**config.mk**
```make
export PLATFORM = sky130hd
export DESIGN_NAME = acodec_clkdiv
export DESIGN_NICKNAME = d
export VERILOG_FILES = /design/src/rtl/acodec_clkdiv_pkg.sv /design/src/rtl/acodec_clkdiv_reg.sv /design/src/rtl/acodec_clkdiv_core.sv /design/src/rtl/acodec_clkdiv_out.sv /design/src/rtl/acodec_clkdiv.sv
export SDC_FILE = /design/constraint.sdc
export NUM_CORES = 1
export LEC_CHECK = 0
export ABC_AREA = 1
export BUFFER_PORTS_ARGS = -buffer_cell sky130_fd_sc_hd__buf_2
export CAP_MARGIN = 20
export CORE_ASPECT_RATIO = 1.4
export CORE_UTILIZATION = 50
export DETAILED_ROUTE_END_ITERATION = 8
export HOLD_SLACK_MARGIN = 0.12
export PLACE_DENSITY = 0.74
export SLEW_MARGIN = 20
export SYNTH_ARGS = -nofsm -noshare
export SYNTH_HDL_FRONTEND = slang
export SYNTH_HIERARCHICAL = 1
export SYNTH_SLANG_ARGS = --single-unit
```
**constraint.sdc**
```tcl
create_clock -name clk_i -period 1.6 [get_ports clk_i]
set_clock_uncertainty 0.05 [all_clocks]
set_input_delay 0.08 -clock clk_i [delete_from_list [all_inputs] [get_ports clk_i]]
set_output_delay 0.08 -clock clk_i [all_outputs]
set_load 0.05 [all_outputs]
```
**src/rtl/acodec_clkdiv_pkg.sv**
```systemverilog
`timescale 1ns/1ps
package acodec_clkdiv_pkg;
  localparam int RATIO_W = 2;
  localparam int RATE_W  = 2;
  localparam int REG_W   = 8;

  typedef struct packed {
    logic [RATE_W-1:0]  rate;
    logic               oen;
    logic               src;
    logic [RATIO_W-1:0] ratio;
    logic               cen;
  } ctrl_t;

  localparam int CTRL_W = $bits(ctrl_t);
endpackage

```
**src/rtl/acodec_clkdiv_reg.sv**
```systemverilog
`timescale 1ns/1ps
module acodec_clkdiv_reg
  import acodec_clkdiv_pkg::*;
(
  input  logic             clk_i,
  input  logic             rst_ni,
  input  logic             wr_en_i,
  input  logic [REG_W-1:0] wr_data_i,
  output ctrl_t            ctrl_o,
  output logic [REG_W-1:0] rd_data_o,
  output logic             cfg_err_o
);
  ctrl_t ctrl_q;

  always_ff @(posedge clk_i or negedge rst_ni) begin
    if (!rst_ni)      ctrl_q <= '0;
    else if (wr_en_i) ctrl_q <= ctrl_t'(wr_data_i[CTRL_W-1:0]);
  end

  assign ctrl_o    = ctrl_q;
  assign rd_data_o = REG_W'(ctrl_q);
  // pll source demands the top ratio code
  assign cfg_err_o = ctrl_q.src && (ctrl_q.ratio != '1);

  AST_WR_LOAD: assert property (@(posedge clk_i) disable iff (!rst_ni)
    wr_en_i |=> rd_data_o == REG_W'($past(wr_data_i[CTRL_W-1:0])));
endmodule

```
**src/rtl/acodec_clkdiv_core.sv**
```systemverilog
`timescale 1ns/1ps
module acodec_clkdiv_core #(
  parameter int RATIO_W = 2
) (
  input  logic               clk_i,
  input  logic               rst_ni,
  input  logic               cen_i,
  input  logic               src_i,
  input  logic [RATIO_W-1:0] ratio_i,
  input  logic               ext_tick_i,
  input  logic               pll_tick_i,
  output logic               stb_o,
  output logic               clk_o
);
  logic               act_src_q;
  logic [RATIO_W-1:0] act_ratio_q;
  logic [RATIO_W-1:0] cnt_q;
  logic               stb_q;
  logic               clk_q;
  logic               tick;
  logic               term;

  assign tick = act_src_q ? pll_tick_i : ext_tick_i;
  assign term = (cnt_q == act_ratio_q);

  always_ff @(posedge clk_i or negedge rst_ni) begin
    if (!rst_ni) begin
      act_src_q   <= 1'b0;
      act_ratio_q <= '0;
      cnt_q       <= '0;
      stb_q       <= 1'b0;
      clk_q       <= 1'b0;
    end else if (!cen_i) begin
      // stopped: track config so the restart uses it at once
      act_src_q   <= src_i;
      act_ratio_q <= ratio_i;
      cnt_q       <= '0;
      stb_q       <= 1'b0;
      clk_q       <= 1'b0;
    end else begin
      stb_q <= tick && term;
      if (tick) begin
        if (term) begin
          cnt_q       <= '0;
          act_src_q   <= src_i;
          act_ratio_q <= ratio_i;
          clk_q       <= ~clk_q;
        end else begin
          cnt_q <= cnt_q + 1'b1;
        end
      end
    end
  end

  assign stb_o = stb_q;
  assign clk_o = clk_q;

  AST_CNT_BOUND: assert property (@(posedge clk_i) disable iff (!rst_ni)
    cnt_q <= act_ratio_q);
  AST_STB_FROM_TICK: assert property (@(posedge clk_i) disable iff (!rst_ni)
    stb_q |-> $past(tick));
  AST_CORE_OFF: assert property (@(posedge clk_i) disable iff (!rst_ni)
    !cen_i |=> (!stb_q && !clk_q));
  AST_HOLD_CFG: assert property (@(posedge clk_i) disable iff (!rst_ni)
    ($past(cen_i) && !$past(tick && term)) |-> ($stable(act_ratio_q) && $stable(act_src_q)));
  AST_CORE_EDGE: assert property (@(posedge clk_i) disable iff (!rst_ni)
    ($past(cen_i) && (clk_q != $past(clk_q))) |-> stb_q);
endmodule

```
**src/rtl/acodec_clkdiv_out.sv**
```systemverilog
`timescale 1ns/1ps
module acodec_clkdiv_out #(
  parameter int SEL_W = 2
) (
  input  logic             clk_i,
  input  logic             rst_ni,
  input  logic             en_i,
  input  logic [SEL_W-1:0] rate_i,
  input  logic             core_stb_i,
  output logic             stb_o,
  output logic             clk_o
);
  localparam int CNT_W = (2 ** SEL_W) - 1;
  localparam int NSEL  = 2 ** SEL_W;

  logic [SEL_W-1:0] act_rate_q;
  logic [CNT_W-1:0] cnt_q;
  logic [CNT_W-1:0] last;
  logic             stb_q;
  logic             clk_q;
  logic             term;

  // rate code i -> period of 2^(CNT_W-i) core ticks
  always_comb begin
    last = '0;
    for (int i = 0; i < NSEL; i++) begin
      if (act_rate_q == SEL_W'(i)) last = CNT_W'((1 << (CNT_W - i)) - 1);
    end
  end

  assign term = (cnt_q == last);

  always_ff @(posedge clk_i or negedge rst_ni) begin
    if (!rst_ni) begin
      act_rate_q <= '0;
      cnt_q      <= '0;
      stb_q      <= 1'b0;
      clk_q      <= 1'b0;
    end else if (!en_i) begin
      act_rate_q <= rate_i;
      cnt_q      <= '0;
      stb_q      <= 1'b0;
      clk_q      <= 1'b0;
    end else begin
      stb_q <= core_stb_i && term;
      if (core_stb_i) begin
        if (term) begin
          cnt_q      <= '0;
          act_rate_q <= rate_i;
          clk_q      <= ~clk_q;
        end else begin
          cnt_q <= cnt_q + 1'b1;
        end
      end
    end
  end

  assign stb_o = stb_q;
  assign clk_o = clk_q;

  AST_OUT_FROM_CORE: assert property (@(posedge clk_i) disable iff (!rst_ni)
    stb_q |-> $past(core_stb_i));
  AST_OUT_CNT_BOUND: assert property (@(posedge clk_i) disable iff (!rst_ni)
    cnt_q <= last);
  AST_OUT_OFF_LOW: assert property (@(posedge clk_i) disable iff (!rst_ni)
    !en_i |=> (!clk_q && !stb_q));
  AST_OUT_HOLD_RATE: assert property (@(posedge clk_i) disable iff (!rst_ni)
    ($past(en_i) && !$past(core_stb_i && term)) |-> $stable(act_rate_q));
  AST_OUT_EDGE: assert property (@(posedge clk_i) disable iff (!rst_ni)
    ($past(en_i) && (clk_q != $past(clk_q))) |-> stb_q);
endmodule

```
**src/rtl/acodec_clkdiv.sv**
```systemverilog
`timescale 1ns/1ps
module acodec_clkdiv
  import acodec_clkdiv_pkg::*;
(
  input  logic             clk_i,
  input  logic             rst_ni,
  input  logic             wr_en_i,
  input  logic [REG_W-1:0] wr_data_i,
  output logic [REG_W-1:0] rd_data_o,
  input  logic             ext_tick_i,
  input  logic             pll_tick_i,
  output logic             core_stb_o,
  output logic             core_clk_o,
  output logic             mck_stb_o,
  output logic             mck_o,
  output logic             cfg_err_o
);
  ctrl_t ctrl;

  acodec_clkdiv_reg u_reg (
    .clk_i     (clk_i),
    .rst_ni    (rst_ni),
    .wr_en_i   (wr_en_i),
    .wr_data_i (wr_data_i),
    .ctrl_o    (ctrl),
    .rd_data_o (rd_data_o),
    .cfg_err_o (cfg_err_o)
  );

  acodec_clkdiv_core #(.RATIO_W(RATIO_W)) u_core (
    .clk_i      (clk_i),
    .rst_ni     (rst_ni),
    .cen_i      (ctrl.cen),
    .src_i      (ctrl.src),
    .ratio_i    (ctrl.ratio),
    .ext_tick_i (ext_tick_i),
    .pll_tick_i (pll_tick_i),
    .stb_o      (core_stb_o),
    .clk_o      (core_clk_o)
  );

  acodec_clkdiv_out #(.SEL_W(RATE_W)) u_out (
    .clk_i      (clk_i),
    .rst_ni     (rst_ni),
    .en_i       (ctrl.oen && ctrl.cen),
    .rate_i     (ctrl.rate),
    .core_stb_i (core_stb_o),
    .stb_o      (mck_stb_o),
    .clk_o      (mck_o)
  );
endmodule

```
==> results of run 1 <==
-- cell type report --
cell class | instances | area (sq um)
tap | 22 | 27.5
sequential | 21 | 526
timing repair buffer | 40 | 283
fill | 183 | 778
multi-input combinational | 99 | 497
clock buffer | 3 | 22.5
clock inverter | 1 | 5.00
inverter | 17 | 63.8
-- per-layer routing --
layer	up-vias	global-route usage, %	wire length (um)
li1	513	-	-
met1	486	26.3	997
met2	38	39.0	1410
met3	4	4.88	123
met4	0	13.0	41
met5	-	0	0
-- timing repair --
item	in CTS	in global routing
hold endpoints to repair	28	0
hold buffers	16	0
buffers inserted	0	0
-- cells by family (layout without fill, tap and decap cells) --
group	Yosys count	after routing	share of synthesized area, %
and+or+nand+nor	90	90	36.0
buffers and inverters	28	61	13.1
DFF	21	21	44.7
AOI/OAI and AO/OA	5	5	2.77
xor gates and xnor gates	2	2	2.13
adders and majority gates	1	1	1.06
other	1	1	0.319
-- cell usage in the layout (no fill, tap or decap), types with 2 or more instances in the layout --
master         netlist  routed
nand2_2              6       6
a21oi_1              2       2
dfrtp_1             21      21
nor2_1               9       9
clkbuf_4             0       3
dlygate4sd3_1        0      16
nand2_4              3       3
nand3_1             16      16
inv_1               12      12
buf_2                0      23
nand2_1             52      52
inv_2                5       5
-- per-stage QoR --
step                      setup slack [ps]  power [mW]  hold slack (ps)  util (%)
after detailed placement               287        1.11             19.4      56.1
after CTS                              269        1.40              166      64.7
final                                  253        1.39              168      64.7
after global routing                   142        1.49              206      64.7
after floorplan                        250        1.04             -266         -
after global placement                 328        1.09             8.62      56.1
-- flip-flops by register name, indices dropped and copies added (netlist names) --
register and cells:
u_out/stb_o 1, u_core/act_src_q 1, u_core/clk_o 1, u_out/cnt_q 3, u_out/act_rate_q 2, u_out/clk_o 1, u_core/cnt_q 2, u_core/stb_o 1
u_reg/ctrl_o 7, u_core/act_ratio_q 2
-- how the worst max path moves through the flow --
stage               depth (start not counted)                         end                       startpoint  slack (ps)
detailed placement                          7  u_out/cnt_q[2]$_DFFE_PN0P_      u_reg/ctrl_o[4]$_DFFE_PN0P_         290
floorplan                                   4  u_out/cnt_q[2]$_DFFE_PN0P_           u_core/stb_o$_DFF_PN0_         250
global route                                7  u_out/cnt_q[0]$_DFFE_PN0P_  u_out/act_rate_q[1]$_DFFE_PN0P_         140
finish                                      2                   cfg_err_o      u_reg/ctrl_o[1]$_DFFE_PN0P_         250
global placement                            7  u_out/cnt_q[2]$_DFFE_PN0P_      u_reg/ctrl_o[4]$_DFFE_PN0P_         330
CTS                                         2                   cfg_err_o      u_reg/ctrl_o[1]$_DFFE_PN0P_         270
-- where the power goes --
group / leakage (nW) / switching, mW / internal [mW]
registers: 0.272 / 0.0651 / 0.591
logic: 0.474 / 0.325 / 0.156
clock network: 0.0177 / 0.160 / 0.0931
-- critical path, stage by stage (launching register included) --
cell	delay [ps]
dfrtp_1	440
a21oi_1	190
buf_2	290
==> report_table.html, run 1 <==
<table>
<tr><th>Metric</th><th>Value</th></tr>
<tr><th colspan="2">Route</th></tr>
<tr><td>Detailed router's first-iteration violation count</td><td>43</td></tr>
<tr><td>Per-cell via count in the routed design</td><td>5.13</td></tr>
<tr><td>Antenna Violating Nets Remaining</td><td>0</td></tr>
<tr><td>WL/cell</td><td>12.6 um</td></tr>
<tr><td>Initial DRT Pass Iterations</td><td>4</td></tr>
<tr><td>Count of unresolved DRC violations after routing</td><td>0</td></tr>
<tr><td>Vias post-DR</td><td>1041</td></tr>
<tr><td>Total wire length after detailed routing</td><td>2570 um</td></tr>
<tr><th colspan="2">Floorplan</th></tr>
<tr><td>Row cnt</td><td>20</td></tr>
<tr><td>Die span in x</td><td>43.0 um</td></tr>
<tr><td>Die outline area</td><td>0.00255 sq mm</td></tr>
<tr><td>Initial standard-cell utilization of the core</td><td>53.4%</td></tr>
<tr><td>Core region area</td><td>0.00220 sq mm</td></tr>
<tr><td>Vertical extent of the die</td><td>59.4 um</td></tr>
<tr><td>Count of boundary I/O pins</td><td>26</td></tr>
<tr><th colspan="2">Placement</th></tr>
<tr><td>Global placer's final weighted congestion</td><td>0.767</td></tr>
<tr><td>Post-detailed-placement cell area</td><td>0.00124 sq mm</td></tr>
<tr><td>Port Buffer Count</td><td>23</td></tr>
<tr><td>Dpl cells</td><td>183</td></tr>
<tr><td>HPWL reported at the end of detailed placement</td><td>1680 um</td></tr>
<tr><th colspan="2">Hold path</th></tr>
<tr><td>Path class of the lowest-slack min-delay path</td><td>input port to register</td></tr>
<tr><td>Cells on Worst Hold Path</td><td>6</td></tr>
<tr><td>Hold Startpoint</td><td>ext_tick_i</td></tr>
<tr><td>Hold Path Sink</td><td>u_core/cnt_q[1]$_DFFE_PN0P_</td></tr>
<tr><th colspan="2">Synthesis</th></tr>
<tr><td>Count of flip-flops with a built-in enable after synthesis</td><td>0</td></tr>
<tr><td>Number of synthesized register bits</td><td>21</td></tr>
<tr><td>Portion of synthesized cell area occupied by the leading cell type</td><td>44.7%</td></tr>
<tr><td>Number of warning messages in the yosys log</td><td>6</td></tr>
<tr><td>Part of the Yosys area used for sequential elements</td><td>44.7%</td></tr>
<tr><td>Most frequently used cell type in the post-synthesis netlist</td><td>nand2_1</td></tr>
<tr><td>Most numerous cell types in the synthesized netlist</td><td>nand2_1, dfrtp_1, nand3_1, inv_1</td></tr>
<tr><td>Top_reg_cell synth</td><td>dfrtp_1</td></tr>
<tr><td>Synthesized area divided by synthesized cell count</td><td>7.95 sq um</td></tr>
<tr><td>Synth Cell Area</td><td>0.00118 sq mm</td></tr>
<tr><td>Asr flop ratio synth</td><td>100%</td></tr>
<tr><td>Synth Net Count</td><td>162</td></tr>
<tr><td>Library cell with the largest summed area after synthesis</td><td>dfrtp_1</td></tr>
<tr><td>Cell types with the largest area share after synthesis</td><td>dfrtp_1, nand2_1, nand3_1, buf_4, inv_1</td></tr>
<tr><td>Count of distinct cell types in the synthesized netlist</td><td>22</td></tr>
<tr><td>Instance count of the mapped netlist</td><td>148</td></tr>
<tr><th colspan="2">Finish</th></tr>
<tr><td>Antenna diode instance count</td><td>0</td></tr>
<tr><td>Finished Layout Cells</td><td>203</td></tr>
<tr><td>Fraction of final layout cells sized beyond drive strength 1</td><td>26.0%</td></tr>
<tr><td>Synthesis-to-layout area growth</td><td>21.1%</td></tr>
<tr><td>Layout Nets</td><td>196</td></tr>
<tr><td>Final std cell area, no fill</td><td>0.00142 sq mm</td></tr>
<tr><th colspan="2">STA</th></tr>
<tr><td>Setup violation total in the final timing report</td><td>0</td></tr>
<tr><td>Total Negative Setup Slacks</td><td>0 ps</td></tr>
<tr><td>RSZ-0062 raised after global routing</td><td>no</td></tr>
<tr><td>Clock period minus final worst setup slack</td><td>1350 ps</td></tr>
<tr><td>Slew Viols, Final</td><td>0</td></tr>
<tr><td>Highest achievable clock rate</td><td>742 MHz</td></tr>
<tr><td>Final count of hold timing violations</td><td>0</td></tr>
<tr><td>Period Utilization, post-route</td><td>84.2%</td></tr>
<tr><th colspan="2">Critical path</th></tr>
<tr><td>Setup crit end kind</td><td>output pin</td></tr>
<tr><td>Worst Path Arrival</td><td>1220 ps</td></tr>
<tr><td>Register-to-register path setup slack</td><td>280 ps</td></tr>
<tr><td>R2r startpoint</td><td>u_reg/ctrl_o[4]$_DFFE_PN0P_</td></tr>
<tr><td>CP startpoint kind</td><td>register</td></tr>
<tr><td>Worst Reg2Reg Path Length in Cells</td><td>7</td></tr>
<tr><td>Worst-path fanout max</td><td>4</td></tr>
<tr><td>Critical Path RT</td><td>1470 ps</td></tr>
<tr><td>Endpoint of the worst-slack reg-to-reg timing path</td><td>u_out/cnt_q[2]$_DFFE_PN0P_</td></tr>
<tr><td>Crit Path Category</td><td>register to output pin</td></tr>
<tr><th colspan="2">Clock tree</th></tr>
<tr><td>Number of buffers created by CTS</td><td>3</td></tr>
<tr><td>TritonCTS Sinks</td><td>21</td></tr>
<tr><td>Clock root buffer master</td><td>clkbuf_4</td></tr>
<tr><td>Clock tree from TritonCTS</td><td>done</td></tr>
<tr><td>H-tree levels</td><td>1</td></tr>
<tr><td>Clock Tree Buf Depth</td><td>2</td></tr>
<tr><td>Resized cells post-CTS</td><td>0</td></tr>
<tr><td>Clock latency at the later pin of the worst-skew pair</td><td>300 ps</td></tr>
<tr><td>Clock edge transition at the registers on the reported setup and hold paths</td><td>120 ps</td></tr>
<tr><th colspan="2">Pwr</th></tr>
<tr><td>Cell Pwr Density</td><td>977 mW/mm^2</td></tr>
<tr><td>Leakage power</td><td>0.764 nW</td></tr>
<tr><td>Worst ir drop on vdd</td><td>0.739 mV</td></tr>
<tr><th colspan="2">Global route</th></tr>
<tr><td>Pin count of the biggest net entering global routing</td><td>22</td></tr>
<tr><td>Gr ovfl total</td><td>0</td></tr>
<tr><td>Number of global-route vias before repair</td><td>1070</td></tr>
<tr><td>Global-route wire length before repair</td><td>4370 um</td></tr>
<tr><td>Initial antenna violation count</td><td>0</td></tr>
<tr><td>Tot GR Track Use</td><td>22.8%</td></tr>
<tr><th colspan="2">Run</th></tr>
<tr><td>Max capacitance violation total</td><td>0</td></tr>
<tr><th colspan="2">Outcome</th></tr>
<tr><td>Result of the run</td><td>finished clean</td></tr>
</table>
Note: power is estimated with default switching activity, not from simulation.
==> run 2: changes to the inputs <==
==> constraint.sdc (replaced) <==
create_clock -name clk_i -period 1.24 [get_ports clk_i]
set_clock_uncertainty 0.05 [all_clocks]
set_input_delay 0.062 -clock clk_i [delete_from_list [all_inputs] [get_ports clk_i]]
set_output_delay 0.062 -clock clk_i [all_outputs]
set_load 0.05 [all_outputs]
==> report_table.html, run 2 (synthesized netlist as in run 1, its figures left out) <==
<table>
<tr><th>Metric</th><th>Value</th></tr>
<tr><th colspan="2">Outcome</th></tr>
<tr><td>Result of the run</td><td>complete, but fails checks (was finished clean)</td></tr>
<tr><td>Violated checks</td><td>negative setup slack</td></tr>
<tr><th colspan="2">Route</th></tr>
<tr><td>Count of unresolved DRC violations after routing</td><td>0 (unchanged)</td></tr>
<tr><td>Routed met1 length</td><td>1050 um (was 997 um)</td></tr>
<tr><td>Antenna Violating Nets Remaining</td><td>0 (unchanged)</td></tr>
<tr><td>Highest metal layer with signal wires</td><td>met4 (unchanged)</td></tr>
<tr><td>Total wire length after detailed routing</td><td>2610 um (was 2570 um)</td></tr>
<tr><td>Vias post-DR</td><td>1044 (was 1041)</td></tr>
<tr><td>Per-cell via count in the routed design</td><td>4.92 (was 5.13)</td></tr>
<tr><td>WL/cell</td><td>12.3 um (was 12.6 um)</td></tr>
<tr><td>Initial DRT Pass Iterations</td><td>4 (unchanged)</td></tr>
<tr><td>Detailed router's first-iteration violation count</td><td>22 (was 43)</td></tr>
<tr><td>Routed wire length on met2</td><td>1470 um (was 1410 um)</td></tr>
<tr><td>Routed length on met3</td><td>59 um (was 123 um)</td></tr>
<tr><th colspan="2">Critical path</th></tr>
<tr><td>Critical path cell sequence</td><td>inv_1 -&gt; nand2_1 -&gt; nand2_1 -&gt; a21oi_4 -&gt; nand3_4 -&gt; nand3_2 -&gt; nand2_1 (was a21oi_1 -&gt; buf_2)</td></tr>
<tr><td>Cell with the biggest individual delay on the critical path</td><td>dfrtp_1 (unchanged)</td></tr>
<tr><td>Crit Path Category</td><td>register to register (was register to output pin)</td></tr>
<tr><td>Top cell by count, worst path</td><td>nand2_1</td></tr>
<tr><td>Worst Path Arrival</td><td>1410 ps (was 1220 ps)</td></tr>
<tr><td>CP startpoint kind</td><td>register (unchanged)</td></tr>
<tr><td>Setup crit end kind</td><td>register (was output pin)</td></tr>
<tr><td>Worst Reg2Reg Path Length in Cells</td><td>7 (unchanged)</td></tr>
<tr><td>Worst-path fanout max</td><td>5 (was 4)</td></tr>
<tr><td>Critical Path RT</td><td>1390 ps (was 1470 ps)</td></tr>
<tr><td>Worst path max stage delay</td><td>430 ps (was 440 ps)</td></tr>
<tr><th colspan="2">Finish</th></tr>
<tr><td>Most frequent standard cell in the layout excluding fill and tap cells</td><td>nand2_1 (unchanged)</td></tr>
<tr><td>Most frequent cells in the layout</td><td>nand2_1, buf_2, dfrtp_1 (unchanged)</td></tr>
<tr><td>Fraction of final layout cells sized beyond drive strength 1</td><td>38.4% (was 26.0%)</td></tr>
<tr><td>Antenna diode instance count</td><td>0 (unchanged)</td></tr>
<tr><td>Synthesis-to-layout area growth</td><td>33.8% (was 21.1%)</td></tr>
<tr><td>Final std cell area, no fill</td><td>0.00157 sq mm (was 0.00142 sq mm)</td></tr>
<tr><td>Layout Nets</td><td>205 (was 196)</td></tr>
<tr><td>Number of flip-flops in the largest register</td><td>7 (unchanged)</td></tr>
<tr><th colspan="2">Pwr</th></tr>
<tr><td>Leakage power</td><td>0.817 nW (was 0.764 nW)</td></tr>
<tr><td>Power, Total</td><td>1.88 mW (was 1.39 mW)</td></tr>
<tr><td>Worst ir drop on vdd</td><td>0.769 mV (was 0.739 mV)</td></tr>
<tr><td>Cell Pwr Density</td><td>1190 mW/mm^2 (was 977 mW/mm^2)</td></tr>
<tr><th colspan="2">Floorplan</th></tr>
<tr><td>Count of boundary I/O pins</td><td>26 (unchanged)</td></tr>
<tr><td>Core region area</td><td>0.00220 sq mm (unchanged)</td></tr>
<tr><td>Die outline area</td><td>0.00255 sq mm (unchanged)</td></tr>
<tr><td>Initial standard-cell utilization of the core</td><td>53.4% (unchanged)</td></tr>
<tr><td>Die span in x</td><td>43.0 um (unchanged)</td></tr>
<tr><td>Vertical extent of the die</td><td>59.4 um (unchanged)</td></tr>
<tr><td>Row cnt</td><td>20 (unchanged)</td></tr>
<tr><th colspan="2">STA</th></tr>
<tr><td>RSZ-0062 raised after global routing</td><td>yes (was no)</td></tr>
<tr><td>Setup violation total in the final timing report</td><td>3 (was 0)</td></tr>
<tr><td>Highest achievable clock rate</td><td>794 MHz</td></tr>
<tr><td>Clock period minus final worst setup slack</td><td>1260 ps</td></tr>
<tr><td>Worst Setup Slack, final</td><td>-20.2 ps (was 253 ps)</td></tr>
<tr><td>Period Utilization, post-route</td><td>102%</td></tr>
<tr><td>Final count of hold timing violations</td><td>0 (unchanged)</td></tr>
<tr><td>Slew Viols, Final</td><td>0 (unchanged)</td></tr>
<tr><th colspan="2">Placement</th></tr>
<tr><td>Global placer's final weighted congestion</td><td>0.797 (was 0.767)</td></tr>
<tr><td>Post-detailed-placement cell area</td><td>0.00126 sq mm (was 0.00124 sq mm)</td></tr>
<tr><td>Port Buffer Count</td><td>23 (unchanged)</td></tr>
<tr><td>HPWL reported at the end of detailed placement</td><td>1570 um (was 1680 um)</td></tr>
<tr><th colspan="2">Global route</th></tr>
<tr><td>Number of global-route vias before repair</td><td>977 (was 1070)</td></tr>
<tr><td>Global-route wire length before repair</td><td>4110 um (was 4370 um)</td></tr>
<tr><td>Gr ovfl total</td><td>0 (unchanged)</td></tr>
<tr><td>Pin count of the biggest net entering global routing</td><td>22 (unchanged)</td></tr>
<tr><td>Tot GR Track Use</td><td>21.5% (was 22.8%)</td></tr>
<tr><td>Initial antenna violation count</td><td>0 (unchanged)</td></tr>
<tr><th colspan="2">Clock tree</th></tr>
<tr><td>Clock latency at the later pin of the worst-skew pair</td><td>300 ps (about the same)</td></tr>
<tr><td>Clock tree from TritonCTS</td><td>done (unchanged)</td></tr>
<tr><td>Number of buffers created by CTS</td><td>3 (unchanged)</td></tr>
<tr><td>Clock root buffer master</td><td>clkbuf_4 (unchanged)</td></tr>
<tr><td>H-tree levels</td><td>1 (unchanged)</td></tr>
<tr><td>Clock Tree Buf Depth</td><td>2 (unchanged)</td></tr>
<tr><td>Clock edge transition at the registers on the reported setup and hold paths</td><td>120 ps (about the same)</td></tr>
<tr><td>TritonCTS Sinks</td><td>21 (unchanged)</td></tr>
<tr><th colspan="2">Hold path</th></tr>
<tr><td>Path class of the lowest-slack min-delay path</td><td>input port to register (unchanged)</td></tr>
<tr><td>Cells on Worst Hold Path</td><td>6 (unchanged)</td></tr>
<tr><th colspan="2">Run</th></tr>
<tr><td>Max capacitance violation total</td><td>0 (unchanged)</td></tr>
</table>
-- run 2: worst paths after layout --
| kind | from | to | slack [ps] |
|---|---|---|---|
| max | u_out/cnt_q[1]$_DFFE_PN0P_ | u_out/act_rate_q[0]$_DFFE_PN0P_ | -20 |
| min | ext_tick_i | u_core/cnt_q[0]$_DFFE_PN0P_ | 150 |
| max reg2reg | u_out/cnt_q[1]$_DFFE_PN0P_ | u_out/act_rate_q[0]$_DFFE_PN0P_ | -20 |
| min reg2reg | u_reg/ctrl_o[6]$_DFFE_PN0P_ | u_reg/ctrl_o[6]$_DFFE_PN0P_ | 460 |
| max in group asynchronous | rst_ni | u_out/act_rate_q[1]$_DFFE_PN0P_ | 600 |
| min in group asynchronous | rst_ni | u_core/cnt_q[0]$_DFFE_PN0P_ | 180 |
-- run 2: critical path: cells and delay by family, from the launching register on --
family	cells	cell delay, ps
AO/OA/AOI/OAI	1	150
buffers and inverters	1	100
flip-flops	1	430
AND/OR/NAND/NOR	5	440
-- run 2: repair_timing --
action,in CTS,in global routing
endpoints found under the hold margin,28,2
endpoints found under the setup margin,7,10
gates resized for setup,3,21
setup buffers,1,7
hold buffers,16,1
pin swaps,0,9
-- run 2: area by class of cell --
cell class | count | area, sq um
Tap cell | 22 | 27.5
Inverter | 17 | 63.8
Sequential cell | 21 | 529
Multi-Input combinational cell | 99 | 568
Fill cell | 158 | 628
Timing Repair Buffer | 49 | 359
Clock buffer | 4 | 26.3
-- run 2: stage by stage --
| step | worst slack, ps | TNS [ps] | cells | util [%] | hold WS (ps) |
|---|---|---|---|---|---|
| after floorplan | 2.32 | 0 | 148 | - | -284 |
| after global placement | 47.9 | 0 | 185 | 57.0 | -8.26 |
| after detailed placement | -4.25 | -7.28 | 185 | 57.0 | -0.672 |
| after CTS | -0.806 | -0.806 | 206 | 66.1 | 154 |
| after global routing | -76.2 | -340 | 212 | 71.5 | 172 |
| final | -20.2 | -38.8 | 212 | 71.5 | 154 |
-- run 2: report_power, final --
part / leakage (nW) / internal (mW) / switching (mW)
Combinational: 0.534 / 0.251 / 0.454
Sequential: 0.268 / 0.766 / 0.0792
Clock: 0.0150 / 0.125 / 0.204
-- run 2: per-layer routing --
metal / up-vias / global-route usage (%)
met5: - / 0
met4: 0 / 9.09
met3: 4 / 3.05
met2: 22 / 38.5
met1: 489 / 25.4
li1: 529 / -
